`src/rtl/alu8_pkg.sv`:
```
package alu8_pkg;

    localparam int DATA_W  = 8;
    localparam int NIB_W   = 4;
    localparam int IDX_W   = $clog2(DATA_W);
    localparam int OP_W    = IDX_W + 1;
    localparam int FLAG_W  = 4;

    typedef logic [IDX_W-1:0] code_t;

    localparam code_t C_ADD  = code_t'(0);
    localparam code_t C_ADC  = code_t'(1);
    localparam code_t C_SUB  = code_t'(2);
    localparam code_t C_SBC  = code_t'(3);
    localparam code_t C_XOR  = code_t'(4);
    localparam code_t C_CMP  = code_t'(5);
    localparam code_t C_RLC  = code_t'(6);
    localparam code_t C_HOLD = code_t'(7);

    typedef struct packed {
        logic z;
        logic n;
        logic h;
        logic c;
    } flags_t;

endpackage

```
`src/rtl/alu8_arith.sv`:
```
module alu8_arith #(
    parameter int W   = 8,
    parameter int NIB = 4
) (
    input  logic [W-1:0] a_i,
    input  logic [W-1:0] b_i,
    input  logic         cin_i,
    input  logic         sub_i,
    output logic [W-1:0] sum_o,
    output logic         cout_o,
    output logic         hout_o
);
    logic [W:0]   full;
    logic [NIB:0] nib;

    always_comb begin
        if (sub_i) begin
            full = {1'b0, a_i} - {1'b0, b_i} - {{W{1'b0}}, cin_i};
            nib  = {1'b0, a_i[NIB-1:0]} - {1'b0, b_i[NIB-1:0]} - {{NIB{1'b0}}, cin_i};
        end else begin
            full = {1'b0, a_i} + {1'b0, b_i} + {{W{1'b0}}, cin_i};
            nib  = {1'b0, a_i[NIB-1:0]} + {1'b0, b_i[NIB-1:0]} + {{NIB{1'b0}}, cin_i};
        end
    end

    assign sum_o  = full[W-1:0];
    assign cout_o = full[W];
    assign hout_o = nib[NIB];
endmodule

```
`src/rtl/alu8_logic.sv`:
```
module alu8_logic #(
    parameter int W     = 8,
    parameter int IDX_W = 3
) (
    input  logic [W-1:0]     a_i,
    input  logic [W-1:0]     b_i,
    input  logic             cin_i,
    input  logic [IDX_W-1:0] idx_i,
    output logic [W-1:0]     xor_o,
    output logic [W-1:0]     rot_o,
    output logic             rot_cout_o,
    output logic             bit_zero_o
);
    assign xor_o      = a_i ^ b_i;
    assign rot_o      = {a_i[W-2:0], cin_i};
    assign rot_cout_o = a_i[W-1];
    assign bit_zero_o = ~b_i[idx_i];
endmodule

```
`src/rtl/alu8_flagreg.sv`:
```
module alu8_flagreg
    import alu8_pkg::*;
(
    input  logic   clk,
    input  logic   rst,
    input  logic   we_i,
    input  flags_t d_i,
    output flags_t q_o
);
    always_ff @(posedge clk) begin
        if (rst) begin
            q_o <= '0;
        end else if (we_i) begin
            q_o <= d_i;
        end
    end
endmodule

```
`src/rtl/alu8_flags.sv`:
```
module alu8_flags
    import alu8_pkg::*;
#(
    parameter int DW  = DATA_W,
    parameter int OPW = OP_W
) (
    input  logic            clk,
    input  logic            rst,
    input  logic [DW-1:0]   acc_i,
    input  logic [DW-1:0]   opnd_i,
    input  logic [OPW-1:0]  op_i,
    input  logic            flag_we_i,
    output logic [DW-1:0]   res_o,
    output logic            res_we_o,
    output logic [FLAG_W-1:0] nxt_flags_o,
    output logic [FLAG_W-1:0] flags_o
);
    localparam int IW = OPW - 1;

    flags_t        cur_q;
    flags_t        nxt;
    logic          is_bit;
    logic [IW-1:0] code;
    logic          sub_sel;
    logic          cin_sel;
    logic [DW-1:0] sum;
    logic          sum_c;
    logic          sum_h;
    logic [DW-1:0] xr;
    logic [DW-1:0] rot;
    logic          rot_c;
    logic          bz;

    assign is_bit  = op_i[OPW-1];
    assign code    = op_i[IW-1:0];
    assign sub_sel = !is_bit && (code == C_SUB || code == C_SBC || code == C_CMP);
    assign cin_sel = !is_bit && (code == C_ADC || code == C_SBC) && cur_q.c;

    alu8_arith #(.W(DW), .NIB(NIB_W)) i_arith (
        .a_i    (acc_i),
        .b_i    (opnd_i),
        .cin_i  (cin_sel),
        .sub_i  (sub_sel),
        .sum_o  (sum),
        .cout_o (sum_c),
        .hout_o (sum_h)
    );

    alu8_logic #(.W(DW), .IDX_W(IW)) i_logic (
        .a_i        (acc_i),
        .b_i        (opnd_i),
        .cin_i      (cur_q.c),
        .idx_i      (code),
        .xor_o      (xr),
        .rot_o      (rot),
        .rot_cout_o (rot_c),
        .bit_zero_o (bz)
    );

    always_comb begin
        res_o    = acc_i;
        res_we_o = 1'b0;
        nxt      = cur_q;
        if (is_bit) begin
            nxt.z = bz;
            nxt.n = 1'b0;
            nxt.h = 1'b1;
        end else begin
            unique case (code)
                C_ADD, C_ADC: begin
                    res_o    = sum;
                    res_we_o = 1'b1;
                    nxt      = '{z: (sum == '0), n: 1'b0, h: sum_h, c: sum_c};
                end
                C_SUB, C_SBC: begin
                    res_o    = sum;
                    res_we_o = 1'b1;
                    nxt      = '{z: (sum == '0), n: 1'b1, h: sum_h, c: sum_c};
                end
                C_XOR: begin
                    res_o    = xr;
                    res_we_o = 1'b1;
                    nxt      = '{z: (xr == '0), n: 1'b0, h: 1'b0, c: 1'b0};
                end
                C_CMP: begin
                    nxt = '{z: (sum == '0), n: 1'b1, h: sum_h, c: sum_c};
                end
                C_RLC: begin
                    res_o    = rot;
                    res_we_o = 1'b1;
                    nxt      = '{z: 1'b0, n: 1'b0, h: 1'b0, c: rot_c};
                end
                default: begin
                    nxt = cur_q;
                end
            endcase
        end
    end

    alu8_flagreg i_flagreg (
        .clk  (clk),
        .rst  (rst),
        .we_i (flag_we_i),
        .d_i  (nxt),
        .q_o  (cur_q)
    );

    assign nxt_flags_o = nxt;
    assign flags_o     = cur_q;
endmodule

```
`config.mk`:
```
export PLATFORM = sky130hd
export DESIGN_NAME = alu8_flags
export DESIGN_NICKNAME = d
export VERILOG_FILES = /design/src/rtl/alu8_pkg.sv /design/src/rtl/alu8_arith.sv /design/src/rtl/alu8_logic.sv /design/src/rtl/alu8_flagreg.sv /design/src/rtl/alu8_flags.sv
export SDC_FILE = /design/constraint.sdc
export NUM_CORES = 1
export LEC_CHECK = 0
export CAP_MARGIN = 20
export CORE_MARGIN = 2
export CORE_UTILIZATION = 35
export DETAILED_ROUTE_END_ITERATION = 8
export MAX_ROUTING_LAYER = met4
export PLACE_DENSITY = 0.56
export SYNTH_ARGS = -nofsm -noshare
export SYNTH_HDL_FRONTEND = slang
export SYNTH_SLANG_ARGS = --single-unit
```
`constraint.sdc`:
```
create_clock -name clk -period 6.4 [get_ports clk]
set_input_delay 1.6 -clock clk [delete_from_list [all_inputs] [get_ports clk]]
set_output_delay 1.6 -clock clk [all_outputs]
set_load 0.05 [all_outputs]
```
After elaboration in Yosys (flattened, before gate mapping)
Cells that the tools add are included.
Widths: inputs -> output; s select.
{"block": "classes", "add_sub_neg": 8, "mul": 0, "div_mod_pow": 0, "n_lt_le_gt_ge": 1, "n_eq_ne": 6, "n_shift": 0, "mux": 11, "bitwise": 2, "n_reduce_logical": 14}
{"cell": "$pmux 8 s3", "n": 1}
{"cell": "$logic_not 8->1", "n": 2}
{"cell": "$pmux 4 s4", "n": 1}
{"cell": "$add 8x8->9", "n": 1}
{"cell": "$add 9x1->9", "n": 1}
{"cell": "$eq 3x3->1 const B", "n": 3}
{"cell": "$mux 9", "n": 1}
{"cell": "$sub 8x8->9", "n": 1}
{"cell": "$sub 9x1->9", "n": 1}
{"cell": "$mux 8", "n": 1}
{"cell": "$xor 8x8->8", "n": 1}
{"cell": "$eq 3x2->1 const B", "n": 2}
{"cell": "$reduce_or 6->1", "n": 1}
{"cell": "$add 4x4->5", "n": 1}
{"cell": "$add 5x1->5", "n": 1}
{"cell": "$mux 5", "n": 1}
{"cell": "$sub 4x4->5", "n": 1}
{"cell": "$sub 5x1->5", "n": 1}
{"cell": "$lt 3x4->1 const B", "n": 1}
{"cell": "$mux 1", "n": 4}
{"cell": "$reduce_or 4->1", "n": 1}
{"cell": "$bmux 1 s3", "n": 1}
{"cell": "$eq 3x1->1 const B", "n": 1}
{"cell": "$logic_and 1x1->1", "n": 3}
{"cell": "7 further kinds", "n": 9}
{"block": "totals", "ff_bits": 4, "latchBits": 0, "mem_bits_rw": 0, "romBits": 0, "output_inout_bits": 17, "memories": 0}

Logic depth before layout (Yosys ltp)
Gate-level depths: netlist of the first run.
{"block": "logic_depth", "depth_word": 9, "depth_mapped": 14, "depth_no_buf": 13}

Cells and area by module
Synthesis of the first run repeated with hierarchy kept, for this count alone.
{"block": "unflattened", "hier_cells": 228, "hier_area_um2": 1717.9}
{"module": "alu8_arith", "n_inst": 1, "cells_per_inst": 124, "area_per_inst_um2": 927.1}
{"module": "alu8_flags", "n_inst": 1, "cells_per_inst": 71, "area_per_inst_um2": 450.4}
{"module": "alu8_logic", "n_inst": 1, "cells_per_inst": 20, "area_per_inst_um2": 200.2}
{"module": "alu8_flagreg", "n_inst": 1, "cells_per_inst": 13, "area_per_inst_um2": 140.1}

Worst setup path before layout of the first run
Ideal clock, no wire load.
{"block": "synth_path", "kind": "in2out", "start": "in op_i[2]", "end": "out res_o[3]", "arrival_ps": 4654, "t_required_ps": 4800, "setup_slack_ps": 146, "path_stages": 12, "path_buffers": 1, "cell_sequence": "buf_2 nor2_1 nand3_1 inv_1 fa_1 ha_1 o21a_1 o21ai_0 a21oi_1 a21oi_1 nor3_1 a221oi_1"}
{"block": "synth_via", "elab_chain_len": 8, "word_cells_on_any_way": 19, "classes_between": "add/sub (2); eq/ne (6); mux (3); reduce/logical (8)"}
{"element": "start: declaration", "line_no": "alu8_flags.sv:11", "rtl": "input logic [OPW-1:0] op_i,"}
{"element": "$eq 3x1->1 / $eq 3x2->1 (equally long branches)", "line_no": "alu8_flags.sv:37, alu8_flags.sv:69, alu8_flags.sv:36"}
{"element": "$logic_or 1x1->1", "line_no": "alu8_flags.sv:37", "rtl": "assign cin_sel = !is_bit && (code == C_ADC || code == C_SBC) && cur_q.c;"}
{"element": "$logic_and 1x1->1 (2 in series)", "line_no": "alu8_flags.sv:37"}
{"element": "$add 9x1->9 / $sub 9x1->9 (equally long branches)", "line_no": "alu8_arith.sv:21, alu8_arith.sv:18"}
{"element": "$mux 9", "line_no": "alu8_arith.sv:17", "rtl": "if (sub_i) begin"}
{"element": "$pmux 8 s3 *", "line_no": "alu8_flags.sv:69", "rtl": "unique case (code)"}
{"element": "$mux 8 *", "line_no": "alu8_flags.sv:64", "rtl": "if (is_bit) begin"}
{"element": "end: declaration", "line_no": "alu8_flags.sv:13", "rtl": "output logic [DW-1:0] res_o,"}
Every way passes the cells marked *; elsewhere a longest branch is shown, timed or not.

Worst setup path in the final report of the first run
{"block": "layout_path", "start": "in op_i[3]", "end": "out nxt_flags_o[3]"}
{"block": "layout_via", "elab_chain_len": 8, "word_cells_on_any_way": 10, "classes_between": "add/sub (2); mux (3); reduce/logical (5)"}
{"element": "$logic_not 1->1", "line_no": "alu8_flags.sv:36, alu8_flags.sv:37"}
{"element": "$logic_and 1x1->1 (2 in series)", "line_no": "alu8_flags.sv:37"}
{"element": "$add 9x1->9 / $sub 9x1->9 (equally long branches)", "line_no": "alu8_arith.sv:21, alu8_arith.sv:18"}
{"element": "$mux 9", "line_no": "alu8_arith.sv:17"}
{"element": "$logic_not 8->1", "line_no": "alu8_flags.sv:73, alu8_flags.sv:78, alu8_flags.sv:86"}
{"element": "$pmux 4 s4", "line_no": "alu8_flags.sv:69"}
{"element": "$mux 3 *", "line_no": "alu8_flags.sv:64"}
{"element": "end: declaration", "line_no": "alu8_flags.sv:15", "rtl": "output logic [FLAG_W-1:0] nxt_flags_o,"}
Marked as above.

==> results.md, run 1 <==
* Status: completed
* Pre-CTS WS at 48.8 ps
* Initial DRC count at 120
* Mean routed wirelength per cell at 16.2 um
* Critical path capture point type: output port
* Seq/Total Area, Yosys at under 10%
* Drt total wl at 5270 um
* Area used by multi-input combinational logic at 0.00143 sq mm
* Die Span X at 72.5 um
* Syn Inst Count at 231
* Reg area at 80.1 sq um
* Largest net degree at the start of global routing at 22
* Clk_lat worst skew at 210 ps
* Fin nets at around 320
* Biggest registers after layout: i_flagreg.q_o: 4 flops
* Sink Count at 4
* CP arrival at 4580 ps
* Max FFs per register at 4
* Core area at about 0.0044 sq mm
* Syn nets at 280
* Synth area leader: ha_1
* Cell Area, Synth at around 0.0016 sq mm
* Initial antenna violation count at 0
* DIE AREA at 0.00525 sq mm
* Cell Pwr Density at 152 mW/mm^2
* Syn. warnings at 0
* Fmax achieved at around 160 MHz
* Worst VDD drop at 0.000126 V
* Final setup margin at 215 ps
* Standard-cell rows at 24
* Part of the cycle the worst path needs at between 90% and 100%
* Slew HR at 54.1%
* I/O pin cnt at 40
* # fillers at 450
* First-pass GRT wire length at 8290 um
* # setup viols final at 0
* Hold Worst Slack at 498 ps
* Slowest-stage cell, CP: fa_1
* Min-Delay Path Class: register to register
* Grt total ovfl at 0
* Post-Layout Cell Count at approximately 330
* Synthesized area per cell at between 7 and 8 sq um
* Final worst path period need at 6180 ps
* Most common cell on crit path: inv_1
* Vias per Instance at 5.67
* GRT Resource Usage Total at between 20% and 30%
* CTS root buffer: clkbuf_8
* First-pass DRT Iterations at 4
* CTS Hold Bufs at 0
* Final Slew Violations at 0
* GPL Wtd Cong at ~0.88
* Buffer depth of the longest clock path at 2
* Synth Register Bits at 4
* Slowest cell delay on critical path at 550 ps
* Reg clk slew, reported paths at roughly 30 ps
* EDFF count, synth at 0
* Starting Density at roughly 37%
* ANT cells at 0
* Inst Count DP at 322
* Hpwl dp at between 4000 and 5000 um
* Layout cell share with drive strength beyond 1 at 14.3%
* Ys async rst share at 0%
* Post-CTS Setup Inserts at 0
* Worst Tran Pin Value at 689 ps
* Biggest register: i_flagreg.q_o
* Post-route DRC at 0
* Final ANT Viol Nets at 0
* Final hold violation count at 0
* Share of the synthesized area in the top cell type at between 10% and 20%
* H-Tree Depth at 1
* Via Count at 1843
* PortBufs at 39
* Skew final at about 0.24 ps
* Worst setup SP type: primary input
* Setup_tns at 0 ps
* Area growth from synthesis to layout at 40.5%
* CP Max Fanout at 3
* Util after Layout at 51.9%
* Worst Setup Path Type: primary input to output port
* Worst Path Required at 4800 ps
* CTS tree: done
* Leakage power at 0.998 nW
* Synth area leaders: ha_1 17%, a21oi_1 7.3%, inv_1 5.5%, dfxtp_1 4.9%, fa_1 4.9%
* Max cap viols at 0
* Total CTS buffers at 3
* Netlist cell types at 58
* Top_reg_cell synth: dfxtp_1
* Vias in the first global route at 1636
* Post-CTS sizing at 0
* DIE HEIGHT at between 70 and 80 um
* Critical-path cell list: clkdlybuf4s50_1 > nor2_1 > nand3_2 > inv_1 > fa_1 > inv_1 > ha_1 > o21a_1 > or3_1 > a21oi_2 > a32oi_1 > a2111oi_2 > nand4b_1 > nand2_2 > buf_12
## critical path: cells and delay by family
kind                     cells  cell delay [ps]
adder cells (fa/ha/maj)      2              730
AO/OA/AOI/OAI                4              660
AND/OR/NAND/NOR              5              830
buffers and inverters        4              750
## synthesized netlist by cell type, types with 4 or more instances
library cell / instances
nand3_1: 4
o22ai_1: 7
xnor2_1: 9
ha_1: 22
o21ai_0: 9
o21a_1: 5
clkbuf_1: 8
inv_1: 24
nor2_1: 20
dfxtp_1: 4
a21oi_1: 24
mux2i_1: 4
a221oi_1: 6
nand2_1: 20
fa_1: 4
## cell type report
type / instances / area share (%)
clock buffers: 3 / 1.79
inverters: 27 / 4.40
multi-input cells: 188 / 61.9
flip-flops and latches: 4 / 3.47
well taps: 52 / 2.82
repair buffers: 51 / 25.6
## worst paths after layout
check | cells past startpoint | endpoint | startpoint | slack, ps
hold / removal | 2 | i_flagreg.q_o[3] | i_flagreg.q_o[3] | 500
setup reg to reg | 12 | i_flagreg.q_o[3] | i_flagreg.q_o[0] | 3480
setup / recovery | 15 | nxt_flags_o[3] | op_i[3] | 220
hold reg to reg | 2 | i_flagreg.q_o[3] | i_flagreg.q_o[3] | 500
## per-stage QoR
stage	total power, W	area (sq um)
after CTS	0.000350	2290
after floorplan	0.000194	1640
after detailed placement	0.000295	2250
final	0.000350	2310
after global placement	0.000296	2250
after global routing	0.000374	2310
## cells by family (layout without fill, tap and decap cells)
logic type,after synthesis,count (layout),synth area share [%]
mux,7,7,5.87
compound gates,78,78,32.2
buf+inv,39,81,9.30
xor+xnor,12,12,6.86
fa+ha+maj,26,26,21.6
simple gates,65,65,19.2
flops,4,4,4.88
## report_power, final
group	leakage [nW]	internal, W	total (W)	switching, W
clock	0.0216	0.0000400	0.0000520	0.0000120
combinational	0.943	0.000120	0.000269	0.000149
sequential	0.0331	0.0000270	0.0000288	0.00000177
## metal layers
layer  share of wire (%)  vias to the layer above  track usage [%]  routed length [um]
li1                    -                      926                -                   -
met1                  48                      859             30.0                2510
met2                  46                       54             31.3                2450
met3                 5.1                        4             3.75                 268
met4                0.85                        0             2.06                  45
met5                   0                        -                -                   0
## cells in the final DEF, fill, tap and decap left out, types with 2 or more instances in the layout
| master | instances |
|---|---|
| nor4_1 | 2 |
| nor2_1 | 20 |
| a22oi_1 | 2 |
| buf_12 | 11 |
| nor3_1 | 3 |
| nand3_1 | 3 |
| nand2b_1 | 3 |
| mux2i_1 | 4 |
| a221oi_1 | 6 |
| o21ai_0 | 8 |
| nor2b_1 | 2 |
| a311oi_1 | 2 |
| o211ai_1 | 2 |
| buf_4 | 12 |
| o31ai_1 | 3 |
| ha_1 | 22 |
| mux4_2 | 2 |
| a31oi_1 | 2 |
| a21oi_1 | 23 |
| inv_1 | 24 |
| clkbuf_8 | 3 |
| nand2_1 | 19 |
| o21a_1 | 5 |
| o22ai_1 | 7 |
| inv_2 | 2 |
| a21o_1 | 2 |
| xnor2_1 | 9 |
| clkdlybuf4s50_1 | 28 |
| xor2_1 | 2 |
| fa_1 | 4 |
| dfxtp_1 | 4 |
Note: power is estimated with default switching activity, not from simulation.
==> run 2: changes to the inputs <==
- GPL_TIMING_DRIVEN: not set -> 0
- RECOVER_POWER: not set -> 100
- clock period: 6.4 -> 7 ns (I/O delays scaled with it)
==> run 2 against run 1 <==
Hold slack got worse by 1.6 ps. Routed wire length rose by 4.9%. Clock skew rose by 2.1 ps. Setup slack got worse by 49 ps. Power fell by 16%. Sequential share of layout area rose by 0.27 points. Sequential cell count did not move. Die area did not move. Register-to-register slack improved by 600 ps. Critical path type unchanged. Critical endpoint is now res_o[6]. Highest routed layer unchanged.
==> results.md, run 2 (synthesis gave the netlist of run 1 again) <==
* Status: completed
* Worst Path Required at 5250 ps (+450 ps)
* Pre-CTS WS at -861 ps (-909 ps)
* Vias in the first global route at 1739 (+6.3%)
* Slew HR at 65.1% (+11 points)
* Final Slew Violations at 0 (unchanged)
* GPL Wtd Cong at 0.949 (+7.9%)
* Via Count at 1911 (+3.7%)
* DIE AREA at 0.00525 sq mm (unchanged)
* Layout cell share with drive strength beyond 1 at 9.23% (-5.1 points)
* Placed Area at 0.00208 sq mm (-7.5%)
* GRT Resource Usage Total at 22.0% (+1.2 points)
* Biggest register: i_flagreg.q_o
* Reg area at 80.1 sq um (unchanged)
* Core area at 0.00444 sq mm (unchanged)
* Area growth from synthesis to layout at 30.4%
* GRT busiest layer: met2
* Slowest cell delay on critical path at 550 ps (about the same)
* Commonest non-fill, non-tap cell in the layout: inv_1
* # setup viols final at 0 (unchanged)
* Reg clk slew, reported paths at 30 ps (about the same)
* Initial antenna violation count at 0 (unchanged)
* GRT met2 Usage at 34.7% (+3.4 points)
* Biggest registers after layout: i_flagreg.q_o: 4 flops
* Met1 usage at 30.5% (+0.51 points)
* CTS tree: done
* Fmax achieved at around 150 MHz
* Cell Pwr Density at 137 mW/mm^2 (-9.6%)
* First-pass DRT Iterations at 4 (unchanged)
* # fillers at 480 (+6.7%)
* Critical path capture point type: output port
* Worst Tran Pin Value at 524 ps (-165 ps)
* Max cap viols at 0 (unchanged)
* Starting Density at 36.9% (unchanged)
* Clk_lat worst skew at 220 ps (about the same)
* Drt total wl at 5530 um (+4.9%)
* DIE HEIGHT at 72.5 um (unchanged)
* Skew final at 2.32 ps (+2.07 ps)
* PortBufs at 37 (-5.1%)
* Final ANT Viol Nets at 0 (unchanged)
* Final setup margin at 166 ps (-49.0 ps)
* GRT met3 Usage at 3.06% (-0.69 points)
* I/O pin cnt at 40 (unchanged)
* CP arrival at 5080 ps (+500 ps)
* Critical-path cell list: clkdlybuf4s50_1 > buf_6 > nor2_4 > nand3_2 > fa_1 > fa_1 > o21ai_1 > a21oi_1 > o21ai_0 > a21oi_1 > a21oi_1 > dlygate4sd2_1
* Area used by multi-input combinational logic at 0.00144 sq mm (+0.53%)
* Min-Delay Path Class: register to register
* Total CTS buffers at 3 (unchanged)
* CTS root buffer: clkbuf_8
* Die Span X at 72.5 um (unchanged)
* Sink Count at 4 (unchanged)
* Worst setup SP type: primary input
* Most frequent cells in the layout: 24 x inv_1, 23 x a21oi_1, 22 x ha_1, 22 x clkdlybuf4s50_1, 20 x nand2_1
* First-pass GRT wire length at 8790 um (+6.0%)
* CP Max Fanout at 10 (+7)
* Final worst path period need at 6830 ps
* Final hold violation count at 0 (unchanged)
* Worst VDD drop at 0.000132 V (+4.9%)
* Mean routed wirelength per cell at 17.1 um (+5.6%)
* Worst Setup Path Type: primary input to output port
* Buffer depth of the longest clock path at 2 (unchanged)
* Leakage power at 0.921 nW (-7.6%)
* Most common cell on crit path: a21oi_1
* WP buf/inv at 3 (-1)
* Largest net degree at the start of global routing at 11 (-50%)
* Slowest-stage cell, CP: dlygate4sd2_1
* ANT cells at 0 (unchanged)
* Grt total ovfl at 0 (unchanged)
* CP delay by family, top: buffers and inverters
* Part of the cycle the worst path needs at 97.6%
* Max FFs per register at 4 (unchanged)
* Fin nets at 322 (-0.62%)
* Design Area, Final at 0.00214 sq mm (-7.2%)
* Hpwl dp at 4460 um (+3.0%)
* Post-route DRC at 0 (unchanged)
* Standard-cell rows at 24 (unchanged)
* Post-CTS Setup Inserts at 0 (unchanged)
* Initial DRC count at 163 (+36%)
* H-Tree Depth at 1 (unchanged)
* Vias per Instance at 5.92 (+4.3%)
run 2: changes by cell type in the layout (fill, tap and decap cells not counted), moves of 2 or more:
| cell | previous run | this run |
|---|---|---|
| buf_4 | 12 | 1 |
| buf_12 | 11 | 0 |
| buf_2 | 0 | 2 |
| buf_6 | 0 | 2 |
| dlygate4sd3_1 | 0 | 7 |
| clkdlybuf4s50_1 | 28 | 22 |
| dlygate4sd2_1 | 0 | 3 |
| clkbuf_2 | 0 | 2 |
| clkbuf_1 | 0 | 7 |
run 2: metal layers:
layer | vias up | wire length (um)
met5 | - | 0
met4 | 0 | 77
met3 | 6 | 364
met2 | 79 | 2510
met1 | 901 | 2580
li1 | 925 | -
run 2: power breakdown:
group	leakage [nW]	internal [W]	switching (W)
registers	0.0331	0.0000247	0.00000164
clock network	0.0216	0.0000367	0.0000127
logic	0.867	0.0000842	0.000134
total	0.921	0.000146	0.000148
run 2: final timing paths:
path / slack (ps) / cells after the start / from / to
setup / recovery: 170 / 12 / op_i[2] / res_o[6]
hold / removal: 500 / 2 / i_flagreg.q_o[3] / i_flagreg.q_o[3]
setup reg to reg: 4080 / 12 / i_flagreg.q_o[0] / i_flagreg.q_o[3]
hold reg to reg: 500 / 2 / i_flagreg.q_o[3] / i_flagreg.q_o[3]
run 2: timing repair:
action	CTS	global route
setup endpoints to repair	11	9
hold endpoints to repair	0	0
gates resized for setup	23	10
hold buffers	0	0
pin swaps	0	4
run 2: area by class of cell:
class | instances | share of cell area [%]
multi-input cells | 188 | 67.0
repair buffers | 37 | 16.8
inverters | 27 | 4.73
flip-flops and latches | 4 | 3.74
well taps | 52 | 3.04
plain buffers | 12 | 2.75
clock buffers | 3 | 1.93
run 2: tightest hold or removal path: cells and delay by family (launching register included):
kind,cells,cell delay (ps)
AO/OA/AOI/OAI,1,50
flip-flops,1,310
AND/OR/NAND/NOR,1,80
run 2: stage by stage:
stage | power, W | cells | TNS, ps | util, % | hold slack [ps]
2_1_floorplan | 0.000177 | 231 | 0 | - | 521
3_3_place_gp | 0.000243 | 320 | -5210 | 46.7 | 496
5_1_grt | 0.000315 | 323 | -0.115 | 48.2 | 516
4_1_cts | 0.000293 | 323 | 0 | 47.9 | 504
6_report | 0.000294 | 323 | 0 | 48.2 | 497
3_5_place_dp | 0.000244 | 320 | -5280 | 46.7 | 499
==> run 3: changes to the inputs <==
- MAX_ROUTING_LAYER: met4 -> not set
==> run 3 against run 2 <==
Register-to-register slack barely moved. First-iteration DRC count down 11%. Final area unchanged. Maximum frequency hardly changed. Clock skew is essentially flat. Power about the same. Global-route usage fell by 0.63 points. Utilization did not move. Sequential share of layout area unchanged. Routed wire length shrank 0.20%. Non-clock buffer count is the same. Die area unchanged. Largest cell class unchanged.
==> results.md, run 3 (synthesis gave the netlist of run 1 again) <==
* CP arrival at 5080 ps (about the same)
* Core area at 0.00444 sq mm (unchanged)
* Post-route DRC at 0 (unchanged)
* H-Tree Depth at 1 (unchanged)
* Area growth from synthesis to layout at 30.4% (unchanged)
* Starting Density at 36.9% (unchanged)
* Initial DRC count at 145 (-11%)
* Slew HR at 65.6% (+0.54 points)
* CTS tree: done
* GRT Resource Usage Total at 21.3% (-0.63 points)
* Post-CTS Setup Inserts at 0 (unchanged)
* Min-Delay Path Class: register to register
* Total CTS buffers at 3 (unchanged)
* Status: completed
* Sink Count at 4 (unchanged)
* Fin nets at 322 (unchanged)
* Hold Worst Slack at 496 ps (-0.508 ps)
* Die Span X at 72.5 um (unchanged)
* Commonest non-fill, non-tap cell in the layout: inv_1
* DIE AREA at 0.00525 sq mm (unchanged)
* DIE HEIGHT at 72.5 um (unchanged)
* Final ANT Viol Nets at 0 (unchanged)
* Biggest registers after layout: i_flagreg.q_o: 4 flops
* GPL Wtd Cong at 0.932 (-1.7%)
* Biggest register: i_flagreg.q_o
* Worst Path Required at 5250 ps (about the same)
* Final setup margin at 168 ps (+1.41 ps)
* Mean routed wirelength per cell at 17.1 um (-0.20%)
* Layout cell share with drive strength beyond 1 at 9.23% (unchanged)
* Worst Tran Pin Value at 514 ps (-9.77 ps)
* Hold_sp: i_flagreg.q_o[3]
* Leakage power at 0.921 nW (unchanged)
* Initial antenna violation count at 0 (unchanged)
* Design Area, Final at 0.00214 sq mm (unchanged)
* Final worst path period need at 6830 ps (-1.41 ps)
* Critical path capture point type: output port
* Drt total wl at 5520 um (-0.20%)
* Pre-CTS WS at -861 ps (unchanged)
* Cell Pwr Density at 137 mW/mm^2 (about the same)
* FF-to-FF setup slack at 4090 ps (about the same)
* # fillers at 480 (unchanged)
* Worst setup SP type: primary input
* Hpwl dp at 4460 um (unchanged)
* Final Total Pwr at 0.000294 W (about the same)
* Placed Area at 0.00208 sq mm (unchanged)
* Final Slew Violations at 0 (unchanged)
* Worst Setup Path Type: primary input to output port
* Standard-cell rows at 24 (unchanged)
* Largest net degree at the start of global routing at 11 (unchanged)
* # setup viols final at 0 (unchanged)
* Area used by multi-input combinational logic at 0.00144 sq mm (unchanged)
* Skew final at 2.05 ps (-0.262 ps)
* Most frequent cells in the layout: 24 x inv_1, 23 x a21oi_1, 22 x ha_1, 22 x clkdlybuf4s50_1, 20 x nand2_1
* PortBufs at 37 (unchanged)
* Via Count at 1915 (+0.21%)
* Buffer depth of the longest clock path at 2 (unchanged)
* Reg clk slew, reported paths at 30 ps (about the same)
* Worst VDD drop at 0.000132 V (+0.12%)
* CP Max Fanout at 10 (unchanged)
* Clk_lat worst skew at 220 ps (about the same)
* Part of the cycle the worst path needs at 97.6% (about the same)
* Worst R2R Start: i_flagreg.q_o[0]
* CTS root buffer: clkbuf_8
* Grt total ovfl at 0 (unchanged)
* R2R Path End: i_flagreg.q_o[3]
* Reg2reg path depth at 12 (unchanged)
* Reg area at 80.1 sq um (unchanged)
* Hold-critical path depth at 2 (unchanged)
* Fmax achieved at 146 MHz (about the same)
* Max FFs per register at 4 (unchanged)
* I/O pin cnt at 40 (unchanged)
* Max cap viols at 0 (unchanged)
* Vias per Instance at 5.93 (+0.21%)
* Setup_tns at 0 ps (unchanged)
* First-pass DRT Iterations at 5 (+1)
* First-pass GRT wire length at 8790 um (unchanged)
* Final hold violation count at 0 (unchanged)
* CTS Hold Bufs at 0 (unchanged)
* Vias in the first global route at 1743 (+0.23%)
* ANT cells at 0 (unchanged)
* Hold path endpoint: i_flagreg.q_o[3]
run 3: cell counts in the layout (fill, tap and decap cells not counted):
Identical to the previous run, type by type.
run 3: timing repair:
action / in CTS / in global routing
resized for setup: 23 / 10
pin swaps: 0 / 4
cloned: 0 / 0
endpoints found under the setup margin: 11 / 9
run 3: worst max-delay path by stage:
stage                 start             end  depth (start not counted)
floorplan           op_i[2]        res_o[3]                         12
global placement    op_i[2]  nxt_flags_o[3]                         15
detailed placement  op_i[2]  nxt_flags_o[3]                         15
CTS                 op_i[2]  nxt_flags_o[3]                         16
global route        op_i[2]        res_o[5]                         16
finish              op_i[2]        res_o[0]                         11
run 3: layer usage:
metal,vias to the layer above,global-route usage [%],share of wire [%]
met2,80,34.8,46
li1,926,-,-
met3,6,3.19,5.5
met5,-,0,0
met4,0,3.50,1.4
met1,903,30.3,47
run 3: through the flow:
step	utilization, %	instances
final	48.2	323
after global routing	48.2	323
after CTS	47.9	323
after detailed placement	46.7	320
after global placement	46.7	320
after floorplan	-	231
run 3: layout make-up:
type	instances	share of cell area (%)
Tap cell	52	3.04
Sequential cell	4	3.74
Buffer	12	2.75
Timing Repair Buffer	37	16.8
Multi-Input combinational cell	188	67.0
Clock buffer	3	1.93
Inverter	27	4.73
run 3: critical path, cell delays in order:
cell,delay [ps]
clkdlybuf4s50_1,440
buf_6,160
nor2_4,220
nand3_2,120
inv_1,90
fa_2,470
ha_1,310
xor2_1,200
a21oi_1,140
a221oi_1,310
clkdlybuf4s50_1,860
run 3: power breakdown:
group	switching, W	leakage [nW]	internal [W]
Sequential	0.00000170	0.0331	0.0000247
Clock	0.0000127	0.0216	0.0000367
Combinational	0.000134	0.867	0.0000842
Total	0.000148	0.921	0.000146
